## src/rtl/renamePkg.sv

```systemverilog
package renamePkg;

  typedef enum logic [1:0] {
    OP_ALU   = 2'b00,
    OP_MOVE  = 2'b01,
    OP_XSUB  = 2'b10,
    OP_NODST = 2'b11
  } opClassE;

  // strobes from control to the map datapath
  typedef struct packed {
    logic accept;
    logic wrNew;
    logic wrCopy;
    logic wrZero;
    logic elim;
    logic hasDst;
  } renStrobeT;

endpackage

```

## src/rtl/renameCtrl.sv

```systemverilog
module renameCtrl
  import renamePkg::*;
#(
  parameter int ARCH_REGS = 16,
  localparam int ARCH_W = $clog2(ARCH_REGS)
) (
  input  logic              clk,
  input  logic              rstN,
  input  logic              inValid,
  input  logic [1:0]        opClass,
  input  logic [ARCH_W-1:0] srcA,
  input  logic [ARCH_W-1:0] srcB,
  input  logic              freeValid,
  output logic              inReady,
  output logic              freeTake,
  output renStrobeT         strobe
);

  logic isMove;
  logic isZeroIdiom;
  logic needsFree;
  logic accept;

  always_comb begin
    isMove      = (opClass == OP_MOVE);
    isZeroIdiom = (opClass == OP_XSUB) && (srcA == srcB);
    needsFree   = (opClass == OP_ALU) || ((opClass == OP_XSUB) && !isZeroIdiom);
    inReady     = !needsFree || freeValid;
    accept      = inValid && inReady;
    freeTake    = accept && needsFree;

    strobe.accept = accept;
    strobe.wrNew  = accept && needsFree;
    strobe.wrCopy = accept && isMove;
    strobe.wrZero = accept && isZeroIdiom;
    strobe.elim   = isMove || isZeroIdiom;
    strobe.hasDst = (opClass != OP_NODST);
  end

  // a tag is only consumed when one is offered
  a_r2_take_needs_offer: assert property (@(posedge clk) disable iff (!rstN)
    freeTake |-> freeValid);

  // a stalled instruction never consumes a tag
  a_r6_stall_no_take: assert property (@(posedge clk) disable iff (!rstN)
    !inReady |-> !freeTake);

  // eliminated work never allocates
  a_r4_elim_no_take: assert property (@(posedge clk) disable iff (!rstN)
    (strobe.accept && strobe.elim) |-> !freeTake);

endmodule

```

## src/rtl/renameMapData.sv

```systemverilog
module renameMapData
  import renamePkg::*;
#(
  parameter int ARCH_REGS = 16,
  parameter int PHYS_REGS = 64,
  localparam int ARCH_W = $clog2(ARCH_REGS),
  localparam int TAG_W  = $clog2(PHYS_REGS)
) (
  input  logic              clk,
  input  logic              rstN,
  input  renStrobeT         strobe,
  input  logic [ARCH_W-1:0] srcA,
  input  logic [ARCH_W-1:0] srcB,
  input  logic [ARCH_W-1:0] dst,
  input  logic [TAG_W-1:0]  freeTag,
  output logic              outValid,
  output logic [TAG_W-1:0]  srcTagA,
  output logic [TAG_W-1:0]  srcTagB,
  output logic [TAG_W-1:0]  dstTag,
  output logic              outDstValid,
  output logic              eliminated
);

  localparam logic [TAG_W-1:0] ZERO_TAG = '0;

  logic [TAG_W-1:0] mapTbl [ARCH_REGS];
  logic [TAG_W-1:0] readA;
  logic [TAG_W-1:0] readB;
  logic [TAG_W-1:0] nextTag;
  logic             tblWr;

  always_comb begin
    readA = mapTbl[srcA];
    readB = mapTbl[srcB];
    tblWr = strobe.wrNew || strobe.wrCopy || strobe.wrZero;
    if (strobe.wrZero)      nextTag = ZERO_TAG;
    else if (strobe.wrCopy) nextTag = readA;
    else                    nextTag = freeTag;
  end

  // one register per architectural entry; reset maps entry g to tag g+1
  for (genvar g = 0; g < ARCH_REGS; g++) begin : gEntry
    always_ff @(posedge clk) begin
      if (!rstN)
        mapTbl[g] <= TAG_W'(g + 1);
      else if (tblWr && (dst == ARCH_W'(g)))
        mapTbl[g] <= nextTag;
    end
  end

  // output stage: sources captured from the pre-update table
  always_ff @(posedge clk) begin
    if (!rstN) begin
      outValid    <= 1'b0;
      srcTagA     <= '0;
      srcTagB     <= '0;
      dstTag      <= '0;
      outDstValid <= 1'b0;
      eliminated  <= 1'b0;
    end else begin
      outValid <= strobe.accept;
      if (strobe.accept) begin
        srcTagA     <= readA;
        srcTagB     <= readB;
        dstTag      <= strobe.hasDst ? nextTag : ZERO_TAG;
        outDstValid <= strobe.hasDst;
        eliminated  <= strobe.elim;
      end
    end
  end

  // each acceptance yields a result on the next cycle
  a_r9_accept_to_valid: assert property (@(posedge clk) disable iff (!rstN)
    strobe.accept |=> outValid);

  // no acceptance, no result
  a_r9_idle_no_valid: assert property (@(posedge clk) disable iff (!rstN)
    !strobe.accept |=> !outValid);

  // no-destination instructions never claim elimination
  a_r8_nodst_not_elim: assert property (@(posedge clk) disable iff (!rstN)
    (outValid && !outDstValid) |-> !eliminated);

  // a non-eliminated write never lands on the zero tag (free list never offers 0)
  a_r2_alloc_nonzero: assert property (@(posedge clk) disable iff (!rstN)
    (outValid && outDstValid && !eliminated) |-> (dstTag != ZERO_TAG));

endmodule

```

## src/rtl/regRenameMoveElim.sv

```systemverilog
module regRenameMoveElim
  import renamePkg::*;
#(
  parameter int ARCH_REGS = 16,
  parameter int PHYS_REGS = 64
) (
  input  logic                         clk,
  input  logic                         rstN,
  input  logic                         inValid,
  output logic                         inReady,
  input  logic [1:0]                   opClass,
  input  logic [$clog2(ARCH_REGS)-1:0] srcA,
  input  logic [$clog2(ARCH_REGS)-1:0] srcB,
  input  logic [$clog2(ARCH_REGS)-1:0] dst,
  input  logic                         freeValid,
  input  logic [$clog2(PHYS_REGS)-1:0] freeTag,
  output logic                         freeTake,
  output logic                         outValid,
  output logic [$clog2(PHYS_REGS)-1:0] srcTagA,
  output logic [$clog2(PHYS_REGS)-1:0] srcTagB,
  output logic [$clog2(PHYS_REGS)-1:0] dstTag,
  output logic                         outDstValid,
  output logic                         eliminated
);

  renStrobeT strobe;

  renameCtrl #(.ARCH_REGS(ARCH_REGS)) ctrl_i (
    .clk       (clk),
    .rstN      (rstN),
    .inValid   (inValid),
    .opClass   (opClass),
    .srcA      (srcA),
    .srcB      (srcB),
    .freeValid (freeValid),
    .inReady   (inReady),
    .freeTake  (freeTake),
    .strobe    (strobe)
  );

  renameMapData #(.ARCH_REGS(ARCH_REGS), .PHYS_REGS(PHYS_REGS)) data_i (
    .clk         (clk),
    .rstN        (rstN),
    .strobe      (strobe),
    .srcA        (srcA),
    .srcB        (srcB),
    .dst         (dst),
    .freeTag     (freeTag),
    .outValid    (outValid),
    .srcTagA     (srcTagA),
    .srcTagB     (srcTagB),
    .dstTag      (dstTag),
    .outDstValid (outDstValid),
    .eliminated  (eliminated)
  );

endmodule

```

## config.mk

```make
export PLATFORM = sky130hd
export DESIGN_NAME = regRenameMoveElim
export DESIGN_NICKNAME = d
export VERILOG_FILES = /design/src/rtl/renamePkg.sv /design/src/rtl/renameCtrl.sv /design/src/rtl/renameMapData.sv /design/src/rtl/regRenameMoveElim.sv
export SDC_FILE = /design/constraint.sdc
export NUM_CORES = 1
export LEC_CHECK = 0
export BUFFER_PORTS_ARGS = -buffer_cell sky130_fd_sc_hd__buf_2
export CAP_MARGIN = 20
export CORE_MARGIN = 10
export CORE_UTILIZATION = 60
export DETAILED_ROUTE_END_ITERATION = 10
export HOLD_SLACK_MARGIN = 0.06
export PLACE_DENSITY = 0.81
export SYNTH_ARGS = -nofsm -noshare
export SYNTH_HDL_FRONTEND = slang
export SYNTH_SLANG_ARGS = --single-unit
```

## constraint.sdc

```tcl
create_clock -name clk -period 4.1 [get_ports clk]
set_input_delay 0.615 -clock clk [delete_from_list [all_inputs] [get_ports clk]]
set_output_delay 0.615 -clock clk [all_outputs]
set_load 0.01 [all_outputs]
```

==> metrics.md <==
| Metric | Value |
|---|---|
| Run status | `finished, final reports clean` |
| Clk network pwr share | `49.2%` |
| RD Place Congestion | `0.958` |
| CTS sink cnt | `117` |
| Die Width | `124 µm` |
| Vias in the first global route | `5,256` |
| Worst-Margin Slew | `1180 ps` |
| Most common cell after layout, fill and taps aside | `edfxtp_1` |
| Fmax | `354 MHz` |
| Hold-critical path depth | `2` |
| Crit path max fanout | `40` |
| Root buffer cell | `clkbuf_8` |
| Cell area after placement | `6690 µm²` |
| Top cell type's share of synthesized area | `44.8%` |
| Share of layout cells above drive strength 1 | `24.7%` |
| Pin count of the biggest net entering global routing | `41` |
| Iter 0 DRT Violations | `1,040` |
| Die footprint | `15,300 µm²` |
| Pwr Density | `468 nW/µm²` |
| RSZ-0062 raised after global routing | `no` |
| Crit path max-delay family | `compound AO/OA/AOI/OAI gates` |
| Fin. Hold Viols | `0` |
| Final nets | `609` |
| Storage cell area | `3300 µm²` |
| Post-synth EDFFs | `96` |
| Layout area overhead | `14.3%` |
| DP HPWL | `13.5 mm` |
| RR Startpoint | `data_i.mapTbl[6][4]$_SDFFCE_PN0P_` |
| Syn Nets | `568` |
| Pleak | `2.73 nW` |
| Routed len/inst | `27.4 µm` |
| CP endpoint kind | `register` |
| Tcrit/Tclk final | `69.0%` |
| Register bit total from synthesis | `117` |
| Cell accounting for the most synthesized area | `edfxtp_1` |
| Initial core utilization | `62.0%` |
| CTS Buf Count | `17` |
| Core Area | `10,400 µm²` |
| TritonCTS clock tree | `done` |
| Vias per inst | `7.27` |
| DIE HEIGHT | `124 µm` |
| Critical Path Max Stage Delay | `880 ps` |
| Cts repair resizes | `0` |
| Final WL | `20.1 mm` |
| Design area | `7350 µm²` |
| Setup total negative slack | `0 ps` |
| GRT overflow | `0` |
| Leading cell types in the layout, fill and taps excluded | `edfxtp_1 (96), nor2_1 (74), mux2i_1 (48)` |
| Setup Skew | `7.55 ps` |
| Fillers | `672` |
| Register area share after synthesis | `51.3%` |
| Arr. time, crit path | `3060 ps` |
| CTS Buffer Depth | `2` |
| Combinational Power Share | `11.3%` |
| Crit Path Class | `in -> reg` |
| Avg Inst Size Synth | `11.8 µm²` |
| Crit-path slowest cell | `o21a_1` |
| CTS clk-pin slew, worst paths | `60 ps` |
| Clock Latency Late Sink | `530 ps` |
| Yosys warns | `0` |
| I/O pins | `47` |
| Worst Path Required | `4330 ps` |
| N_diodes | `0` |
| Total GRT Usage | `26.8%` |
| H-tree depth | `4` |
| Hold buffers post-CTS | `0` |
| Ys async rst share | `0%` |
| Sw Ratio | `24.8%` |
| Int Pwr | `2.58 mW` |
| Post-CTS Setup Repair Bufs | `0` |
| Synth area leaders | `edfxtp_1 (45%), mux4_2 (8.4%), mux2i_1 (7.5%)` |
| R2r setup slk | `1680 ps` |
| Port bufs | `46` |
| Hold crit path type | `in -> reg` |
| Syn Inst Count | `544` |
| Main synth FF type | `edfxtp_1` |
| Area occupied by multi-input gates | `2830 µm²` |
| Reg-to-Reg End | `data_i.mapTbl[10][4]$_SDFFCE_PN0P_` |
| Hold EP | `data_i.outDstValid$_SDFFE_PN0N_` |
| VDD IR max | `0.250 mV` |
| Buf/Inv on CP | `2` |
| Number of distinct library cells after synthesis | `59` |
| Flop pwr share | `39.6%` |
| Std-Cell Rows | `37` |
| Hold path start | `inValid` |
| Number of antenna violations at the first check in global routing | `1` |
| Routed vias | `5,334` |
| # setup viols final | `0` |
| Net Switching | `854 µW` |
| Startpoint types | `primary input` |
| Worst R2R Path Depth | `5` |
| Crit path time final | `2830 ps` |
| Crit path cell chain | `buf_2 -> buf_12 -> mux2i_1 -> a22oi_1 -> nand2_1 -> o21a_1 -> nor2_1` |
| Antenna-violating nets left | `0` |
| Global-route wire length before repair | `30.6 mm` |
| Relative slew slack | `20.2%` |
| Slew Limit Fails | `0` |
| Max-cap viol count | `0` |
| Residual DRC | `0` |
| Cell area after synthesis | `6430 µm²` |
| Drt pass-1 iters | `8` |
[synth_stat cells (4+ instances only)]
| master | instances |
|---|---|
| edfxtp_1 | 96 |
| mux2i_1 | 48 |
| buf_6 | 8 |
| mux4_2 | 24 |
| o21a_1 | 4 |
| a22o_1 | 16 |
| and2_1 | 4 |
| a22oi_1 | 14 |
| a21oi_1 | 6 |
| buf_2 | 13 |
| and3_1 | 5 |
| nor2_2 | 11 |
| dfxtp_1 | 21 |
| nand2_1 | 36 |
| nor2_1 | 74 |
| nand2b_1 | 4 |
| nor2b_1 | 7 |
| o211ai_1 | 5 |
| o22ai_1 | 11 |
| clkbuf_1 | 14 |
| nand4_1 | 9 |
| nand3_1 | 19 |
| o21ai_0 | 30 |
| xnor2_1 | 4 |
[state kept, by name (all words and copies together), names as in the netlist]
name / count
data_i.srcTagA: 6
data_i.outDstValid: 1
data_i.dstTag: 6
data_i.mapTbl: 96
data_i.srcTagB: 6
data_i.outValid: 1
data_i.eliminated: 1
[metrics by stage]
stage,cells,power [mW],utilization (%),worst slack [ps],hold WS [ps]
3_3_place_gp,702,1.73,64.5,984,455
4_1_cts,734,3.41,70.9,1330,372
6_report,734,3.44,70.9,1270,375
3_5_place_dp,702,1.75,64.5,875,459
5_1_grt,734,3.51,70.9,1120,406
2_1_floorplan,544,1.63,-,1600,490
[area by class of cell]
type                       count  share of cell area [%]
clock buffer                  18                    5.68
clock inverter                14                    3.37
inverter                       4                   0.204
tap                          136                    2.31
timing repair buffer          63                    5.04
multi-input combinational    382                    38.5
sequential                   117                    44.9
[power by group through the flow]
| stage | logic, mW | registers, mW | clock network (mW) |
|---|---|---|---|
| detailed placement | 0.367 | 1.38 | 0 |
| global placement | 0.357 | 1.38 | 0 |
| floorplan | 0.252 | 1.38 | 0 |
| finish | 0.388 | 1.36 | 1.69 |
| CTS | 0.373 | 1.36 | 1.68 |
| global route | 0.406 | 1.36 | 1.74 |
[logic make-up (layout without fill, tap and decap cells)]
family / after synthesis / in the layout / share of synthesized area (%)
buffers and inverters: 45 / 99 / 4.67
AND/OR/NAND/NOR: 188 / 188 / 14.1
flip-flops: 117 / 117 / 51.3
AO/OA/AOI/OAI: 118 / 118 / 13.5
XOR/XNOR: 4 / 4 / 0.544
multiplexers: 72 / 72 / 15.9
[worst max path at each step]
stage          slack (ps)  startpoint  cells past startpoint                                  to
2_1_floorplan        1600  opClass[1]                      6  data_i.mapTbl[10][0]$_SDFFCE_PN1P_
3_3_place_gp          980     srcA[2]                      5   data_i.mapTbl[1][4]$_SDFFCE_PN0P_
3_5_place_dp          870     srcA[0]                      7  data_i.mapTbl[15][4]$_SDFFCE_PN1P_
4_1_cts              1330     srcA[0]                      7  data_i.mapTbl[10][4]$_SDFFCE_PN0P_
5_1_grt              1120     srcA[0]                      7  data_i.mapTbl[10][4]$_SDFFCE_PN0P_
6_report             1270     srcA[0]                      7  data_i.mapTbl[10][4]$_SDFFCE_PN0P_
[per-layer routing]
metal	part of all wire, %	wire, µm	GRT usage [%]	vias up
li1	-	-	-	2180
met1	36	7240	33.1	2505
met2	44	8800	40.9	539
met3	15	3010	9.43	110
met4	5.2	1050	13.7	0
met5	0	0	0	-
No activity file was read; power rests on OpenSTA's default activity.
